File: config.mk
export PLATFORM = sky130hd
export DESIGN_NAME = dac_serial_bank
export DESIGN_NICKNAME = d
export VERILOG_FILES = /design/src/rtl/dac_pkg.sv /design/src/rtl/dac_sync.sv /design/src/rtl/dac_serial_rx.sv /design/src/rtl/dac_reg_bank.sv /design/src/rtl/dac_serial_bank.sv
export SDC_FILE = /design/constraint.sdc
export NUM_CORES = 1
export LEC_CHECK = 0
export BUFFER_PORTS_ARGS = -buffer_cell sky130_fd_sc_hd__buf_2
export CORE_MARGIN = 5
export CORE_UTILIZATION = 40
export DETAILED_ROUTE_END_ITERATION = 8
export REMOVE_ABC_BUFFERS = 1
export SLEW_MARGIN = 20
export SYNTH_ARGS = -nofsm -noshare
export SYNTH_HDL_FRONTEND = slang
export SYNTH_HIERARCHICAL = 1
export SYNTH_SLANG_ARGS = --single-unit
export TNS_END_PERCENT = 10
File: constraint.sdc
create_clock -name clk -period 1.9 [get_ports clk]
set_input_delay 0.475 -clock clk [delete_from_list [all_inputs] [get_ports clk]]
set_output_delay 0.475 -clock clk [all_outputs]
set_load 0.02 [all_outputs]
File: src/rtl/dac_pkg.sv
package dac_pkg;
  localparam int CODE_W  = 12;
  localparam int ADDR_W  = 4;
  localparam int FRAME_W = CODE_W + ADDR_W;

  // Clear the low bits that a reduced-resolution converter does not use.
  function automatic logic [CODE_W-1:0] clip_code(input logic [CODE_W-1:0] c, input int res);
    logic [CODE_W-1:0] keep;
    keep = '1;
    for (int b = 0; b < CODE_W; b++)
      if (b < CODE_W - res) keep[b] = 1'b0;
    return c & keep;
  endfunction

  function automatic logic [ADDR_W-1:0] word_addr(input logic [FRAME_W-1:0] w);
    return w[FRAME_W-1 -: ADDR_W];
  endfunction

  function automatic logic [CODE_W-1:0] word_code(input logic [FRAME_W-1:0] w);
    return w[CODE_W-1:0];
  endfunction
endpackage

File: src/rtl/dac_sync.sv
module dac_sync #(
  parameter int W = 4,
  parameter logic [W-1:0] RST_VAL = '0
) (
  input  logic         clk,
  input  logic         rst_n,
  input  logic [W-1:0] async_i,
  output logic [W-1:0] sync_o
);
  for (genvar g = 0; g < W; g++) begin : g_bit
    logic s1, s2;
    always_ff @(posedge clk or negedge rst_n) begin
      if (!rst_n) begin
        s1 <= RST_VAL[g];
        s2 <= RST_VAL[g];
      end else begin
        s1 <= async_i[g];
        s2 <= s1;
      end
    end
    assign sync_o[g] = s2;
  end
endmodule

File: src/rtl/dac_serial_rx.sv
module dac_serial_rx
  import dac_pkg::*;
#(
  parameter int WORD_W = FRAME_W
) (
  input  logic              clk,
  input  logic              rst_n,
  input  logic              fs_s,
  input  logic              sck_s,
  input  logic              din_s,
  output logic              word_done,
  output logic [WORD_W-1:0] word,
  output logic              dout
);
  localparam int CNT_W = $clog2(WORD_W);
  localparam logic [CNT_W-1:0] LAST = CNT_W'(WORD_W - 1);

  logic              fs_q, sck_q, active;
  logic [CNT_W-1:0]  cnt;
  logic [WORD_W-1:0] shreg, dly;
  logic              fs_fall, fs_rise, sck_fall, last_bit;

  assign fs_fall  = fs_q & ~fs_s;
  assign fs_rise  = ~fs_q & fs_s;
  assign sck_fall = sck_q & ~sck_s;
  assign last_bit = active && sck_fall && (cnt == LAST) && !fs_rise && !fs_fall;

  always_ff @(posedge clk or negedge rst_n) begin
    if (!rst_n) begin
      fs_q      <= 1'b1;
      sck_q     <= 1'b1;
      active    <= 1'b0;
      cnt       <= '0;
      shreg     <= '0;
      word_done <= 1'b0;
    end else begin
      fs_q      <= fs_s;
      sck_q     <= sck_s;
      word_done <= last_bit;
      if (fs_fall) begin
        active <= 1'b1;
        cnt    <= '0;
      end else if (fs_rise) begin
        active <= 1'b0;
      end else if (active && sck_fall) begin
        shreg <= {shreg[WORD_W-2:0], din_s};
        cnt   <= cnt + 1'b1;
        if (cnt == LAST) active <= 1'b0;
      end
    end
  end

  // Daisy-chain delay line: runs on every falling serial edge.
  always_ff @(posedge clk or negedge rst_n) begin
    if (!rst_n) begin
      dly  <= '0;
      dout <= 1'b0;
    end else if (sck_fall) begin
      dly  <= {dly[WORD_W-2:0], din_s};
      dout <= dly[WORD_W-1];
    end
  end

  assign word = shreg;


  idle_shift_chk: assert property (@(posedge clk) disable iff (!rst_n)
    !active |=> $stable(shreg));

  frame_close_chk: assert property (@(posedge clk) disable iff (!rst_n)
    word_done |-> !active);

  dout_quiet_chk: assert property (@(posedge clk) disable iff (!rst_n)
    !sck_fall |=> $stable(dout));
endmodule

File: src/rtl/dac_reg_bank.sv
module dac_reg_bank
  import dac_pkg::*;
#(
  parameter int NUM_CH   = 8,
  parameter int RES_BITS = 12
) (
  input  logic                     clk,
  input  logic                     rst_n,
  input  logic                     word_done,
  input  logic [FRAME_W-1:0]       word,
  input  logic                     load_act,
  output logic [NUM_CH*CODE_W-1:0] codes
);
  logic [NUM_CH-1:0] hold_we;
  logic [CODE_W-1:0] hold  [NUM_CH];
  logic [CODE_W-1:0] latch [NUM_CH];
  logic [ADDR_W-1:0] addr;

  assign addr = word_addr(word);

  for (genvar k = 0; k < NUM_CH; k++) begin : g_ch
    assign hold_we[k] = word_done && (int'(addr) == k);

    always_ff @(posedge clk or negedge rst_n) begin
      if (!rst_n) begin
        hold[k]  <= '0;
        latch[k] <= '0;
      end else begin
        if (hold_we[k]) hold[k] <= clip_code(word_code(word), RES_BITS);
        if (load_act)   latch[k] <= hold[k];
      end
    end
    assign codes[k*CODE_W +: CODE_W] = latch[k];


    latch_hold_chk: assert property (@(posedge clk) disable iff (!rst_n)
      !load_act |=> $stable(latch[k]));

    res_mask_chk: assert property (@(posedge clk) disable iff (!rst_n)
      clip_code(latch[k], RES_BITS) == latch[k]);
  end


  one_write_chk: assert property (@(posedge clk) disable iff (!rst_n)
    $onehot0(hold_we));

  bad_addr_chk: assert property (@(posedge clk) disable iff (!rst_n)
    (word_done && int'(addr) >= NUM_CH) |-> hold_we == '0);
endmodule

File: src/rtl/dac_serial_bank.sv
module dac_serial_bank
  import dac_pkg::*;
#(
  parameter int NUM_CH   = 8,
  parameter int RES_BITS = 12
) (
  input  logic                     clk,
  input  logic                     rst_n,
  input  logic                     fsync_i,
  input  logic                     sclk_i,
  input  logic                     sdin_i,
  input  logic                     load_n_i,
  output logic                     sdout_o,
  output logic [NUM_CH*CODE_W-1:0] code_o
);
  logic [3:0]         raw, syn;
  logic               word_done;
  logic [FRAME_W-1:0] word;

  assign raw = {load_n_i, fsync_i, sclk_i, sdin_i};

  dac_sync #(.W(4), .RST_VAL(4'b1110)) u_sync (
    .clk(clk), .rst_n(rst_n), .async_i(raw), .sync_o(syn)
  );

  dac_serial_rx #(.WORD_W(FRAME_W)) u_rx (
    .clk(clk), .rst_n(rst_n), .fs_s(syn[2]), .sck_s(syn[1]), .din_s(syn[0]),
    .word_done(word_done), .word(word), .dout(sdout_o)
  );

  dac_reg_bank #(.NUM_CH(NUM_CH), .RES_BITS(RES_BITS)) u_bank (
    .clk(clk), .rst_n(rst_n), .word_done(word_done), .word(word),
    .load_act(~syn[3]), .codes(code_o)
  );
endmodule

## Word level (Yosys, flattened, before mapping)

Index checks and enable logic that the tools add are counted.

| word-level totals | value |
|---|---|
| flip-flop bits (word level) | 241 |
| input bits | 6 |
| output and inout port bits | 97 |
| logic and storage cells | 78 |

| operators by class | value |
|---|---|
| $add $sub $neg | 1 |
| reductions and logical operators | 21 |
| eq/ne operators | 9 |
| mux-type cells | 7 |
| bitwise operators | 8 |

Operators by type and width:

| operator | count |
|---|---|
| equality test 4 bit (second input constant) | 5 |
| logical AND 1 bit | 12 |
| 2-to-1 mux 4 bit | 3 |
| equality test 4 x 3 -> 1 bit (second input constant) | 2 |
| nonzero test 3 bit | 2 |
| NOT 1 bit | 5 |
| adder 4 x 1 -> 4 bit (second input constant) | 1 |
| equality test 4 x 2 -> 1 bit (second input constant) | 1 |
| logical NOT 4 bit | 1 |
| 2-to-1 mux 1 bit | 4 |
| AND reduction 2 bit | 2 |
| bitwise AND 1 bit | 3 |
| AND reduction 3 bit | 1 |
| logical NOT 1 bit | 2 |
| inequality test 2 x 1 -> 1 bit (second input constant) | 1 |
| nonzero test 2 bit | 1 |

## Depth between registers and ports, before layout

| logic depth | value |
|---|---|
| word-level depth | 6 |
| mapped depth | 7 |
| gate-level depth less buffers | 5 |

## By module

Netlist, hierarchy kept.

Modules (own cells, without submodules):

| module | area an instance (sq um) | cells each | sequential area each (sq um) | instances |
|---|---|---|---|---|
| dac_reg_bank | 7209.4 | 415 | 4804.6 | 1 |
| dac_serial_rx | 1715.4 | 112 | 1028.5 | 1 |
| dac_sync | 237.7 | 12 | 207.7 | 1 |
| dac_serial_bank | 3.8 | 1 | 0.0 | 1 |

## Worst setup path before layout

No wires, ideal clock.

| timing | value |
|---|---|
| path kind | register to register |
| start | reg u_sync.g_bit[2].s2 |
| end | reg u_rx.shreg[10] (netlist: u_rx/word[10]) |
| path buffers | 2 |
| setup time | 125 ps |
| required time | 1775 ps |
| setup slack | 263 ps |
| arrival | 1512 ps |
| period minus slack after synthesis | 1637 ps |
| stages on the path, launching flop included | 7 |
| path through | dfstp_2 > buf_4 > inv_1 > ha_1 > nand2_4 > buf_12 > mux2_4 |

| on the way | value |
|---|---|
| cells in the longest elaborated chain, start to end | 4 |
| elaborated cells between the ends (all ways) | 6 |
| those cells by class | 5 x bitwise; 1 x reduce/logical |

RTL lines:

| item | line | RTL |
|---|---|---|
| from (decl) | dac_sync.sv:11 | `logic s1, s2;` |
| from (signal assigned) | dac_sync.sv:15 | `s2 <= RST_VAL[g];` |
| NOT 1 bit | dac_serial_rx.sv:23 | `assign fs_fall = fs_q & ~fs_s;` |
| bitwise AND 1 bit | dac_serial_rx.sv:23 |  |
| NOT 1 bit (no source line) | - |  |
| AND reduction 3 bit (no source line) * | - |  |
| to (signal assigned) | dac_serial_rx.sv:46 | `shreg <= {shreg[WORD_W-2:0], din_s};` |
| to (decl) | dac_serial_rx.sv:20 | `logic [WORD_W-1:0] shreg, dly;` |

Every way passes the cells marked *; elsewhere a longest branch is shown, timed or not.
A chain may end at the register's enable or synchronous reset.

## Worst setup path after layout

| timing | value |
|---|---|
| start | reg u_sync.g_bit[2].s2 |
| end | reg u_rx.shreg[1] (netlist: u_rx/word[1]) |

Same word-level chain as after synthesis.

==> results.cfg <==
[yosys]
synth.distinct_cells = 36
yosys.area_share.simple_pct = 2.46
synthAdderAreaFrac_pct = 0.410
synth.area.mux_share_pct = 28.7
syn_inst = 540
syn_avg_cell_area_sq_um = 17.0
syn_area_sq_um = 9170
synthArstFlopShare_pct = 100
synth_edf_count = 0
ys_warn_count = 6
ys_ff_latch = 241
synth_flop_cell = dfrtp_1
synth_top_family_by_area = multiplexers
synth_xor_area_share_pct = 0
synth_compound_area_share_pct = 0.410
yosysSeqAreaShare_pct = 65.9

[placement]
io_buffers = 102
placed_cells = 913
place_hpwl_mm = 11.4
gp_congestion = 0.683

[timing]
rsz0062_at_grt = no
final-hold-violation-count = 0
finalCritPeriodShare_pct = 87.3
setup_viol = 0
holdWs_ns = 0.0673
max_freq_ghz = 0.603
fin_crit_ns = 1.66
slew_headroom_pct = 71.3
finClkSkew_ns = 0.00994
worst_pin_slew_ns = 0.431
slew_viol_final = 0

[clocking]
h-tree-depth = 1
cts.sinks = 241
path_clk_slew_ns = 0.06
cts_max_path_buffers = 3
post_cts_buffers = 0
cts_tree = yes
clk_latency_ns = 0.51
cts-root-buf = clkbuf_16
cts_buffers = 25

[cells_and_area]
finalNonFillerCells = 960
area_growth_pct = 18.4
nets = 665
drive_gt1_share_pct = 58.8
fin_util_pct = 48.1
num_antenna_cells = 0

[route]
route.detailed.drc = 0
route.final.wire_length_mm = 17.4
drt-initial-drc-count = 148
num_vias = 4728
drt_pass1_iterations = 4
routed_via_density = 4.93
post_drt_wl_per_cell_microns = 18.1
drtAntennaViolNets = 0

[worst_setup_path]
cp_max_fo = 16
rr_worst_depth = 4
timing_worst_setup_path_type = reg -> reg
cpPeakStageDelay_ns = 0.54
required_ns = 2.29
endpoint_kind = flop
critPathTopFamily = flip-flops
cp.arrival_ns = 2.05
worst-path-buf-inv = 1
rr_startpoint = u_sync/g_bit[2].s2$_DFF_PN1_
setup.worst_path.start_class = flop
reg2reg_setup_slack_ns = 0.24
path_cells = inv_1 > ha_1 > nand2_4 > mux2_2
reg2reg_to = u_rx/word[1]$_DFFE_PN0P_
crit_slowest_cell = dfstp_2

[power_and_ir_drop]
ir_drop_mv = 0.496
pwr_density_cell_nw_per_um2 = 979
p_leak_nw = 5.85

[grt]
grt_pass1_wl_mm = 28.7
antenna_found_initial = 0
gr-total-overflow = 0
grt_usage_pct = 13.5
grt_pass1_vias = 5171
grt_max_degree = 64

[min_path]
min_to = u_sync/g_bit[3].s1$_DFF_PN1_
hp-class = in -> reg
min_from = load_n_i
whs_path_depth = 1

[die]
initial_utilization_pct = 40.6
dieArea_sq_um = 26000
row_count = 55
core_sq_um = 22600
pin_count = 103
die_width_microns = 161
die_h_microns = 161

[outcome]
status = finished clean

[job]
max_cap_viol_count = 0
-- cell usage in the layout, fill, tap and decap left out, drive strengths merged, types with 2 or more instances in the layout --
cell    instances
buf           117
clkbuf         37
clkinv          6
dfrtp         233
dfstp           8
ha              3
inv             5
mux2          225
mux2i           2
nand2           6
nand3           3
nand3b          3
nor2            3
nor3            2
nor3b           4
nor4b           2
-- metal layers --
layer	vias to the layer above	part of all wire, %	track usage [%]
met5	-	0	0
met3	22	4.9	3.19
met1	2469	45	18.3
met4	0	1.3	2.83
met2	92	49	22.3
li1	2145	-	-
-- how the worst max path moves through the flow --
stage / start / to / slack, ns / cells past startpoint
2_1_floorplan: u_sync/g_bit[3].s2$_DFF_PN1_ / u_bank/codes[0]$_DFFE_PN0P_ / -0.85 / 2
3_3_place_gp: u_sync/g_bit[2].s2$_DFF_PN1_ / u_rx/word[4]$_DFFE_PN0P_ / 0.27 / 4
3_5_place_dp: u_sync/g_bit[2].s2$_DFF_PN1_ / u_rx/word[0]$_DFFE_PN0P_ / 0.23 / 4
4_1_cts: u_sync/g_bit[2].s2$_DFF_PN1_ / u_rx/word[1]$_DFFE_PN0P_ / 0.23 / 4
5_1_grt: u_sync/g_bit[2].s2$_DFF_PN1_ / u_rx/word[1]$_DFFE_PN0P_ / 0.17 / 4
6_report: u_sync/g_bit[2].s2$_DFF_PN1_ / u_rx/word[1]$_DFFE_PN0P_ / 0.24 / 4
-- what timing repair did --
item / in CTS / in global routing
hold endpoints to repair: 38 / 0
gates resized for setup: 0 / 0
hold buffers: 1 / 0
-- cell usage after synthesis, types with 2 or more instances --
cell	n	area [sq um]
mux2i_1	2	20.0
mux2_4	20	300
nand3b_1	2	15.0
nor3_1	2	10.0
nor2_1	3	11.3
buf_2	15	75.1
dfrtp_1	233	5830
mux2_2	205	2310
inv_1	4	15.0
clkbuf_1	4	15.0
nand2_1	5	18.8
buf_4	6	45.0
ha_1	3	37.5
dfstp_2	8	210
buf_6	2	22.5
nor4b_1	2	17.5
nand3_1	3	15.0
nor3b_2	3	37.5
-- metrics by stage --
stage | power (W) | setup slack (ns) | area (sq um) | setup TNS (ns)
2_1_floorplan | 0.00580 | -0.852 | 8980 | -81.83
5_1_grt | 0.0111 | 0.170 | 10900 | 0
3_5_place_dp | 0.00605 | 0.234 | 10000 | 0
6_report | 0.0106 | 0.242 | 10900 | 0
4_1_cts | 0.0108 | 0.231 | 10900 | 0
3_3_place_gp | 0.00602 | 0.267 | 10000 | 0
-- worst reg2reg max path: stages (launching register included) --
cell and delay, ns:
dfstp_2 0.54, inv_1 0.04, ha_1 0.34, nand2_4 0.24, mux2_2 0.38
-- where the power goes --
part	switching [W]	total, W	internal, W
combinational	0.000221	0.000445	0.000224
sequential	0.000170	0.00550	0.00533
clock	0.00189	0.00469	0.00280
total	0.00228	0.0106	0.00835
-- logic make-up after synthesis --
logic type,count (synthesis)
multiplexers,227
AND/OR/NAND/NOR,31
flip-flops,241
adder cells (fa/ha/maj),3
buffers and inverters,33
AO/OA/AOI/OAI,5
-- sequential cells by signal (all words and copies together) (netlist names), 4 cells and up --
| register | cells |
|---|---|
| u_bank/codes | 96 |
| u_bank/hold | 96 |
| u_sync/g_bit.s1 | 4 |
| u_rx/dly | 16 |
| u_rx/word | 16 |
| u_rx/cnt | 4 |
| u_sync/g_bit.s2 | 4 |
-- layout make-up --
cell class                      instances  area, sq um
Clock inverter                          9         76.3
Inverter                                4         17.5
Clock buffer                           37          731
Multi-Input combinational cell        266         2930
Fill cell                            1965        11700
Sequential cell                       241         6040
Tap cell                              285          357
Timing Repair Buffer                  118          706
Power figures use the tool's default switching activity.
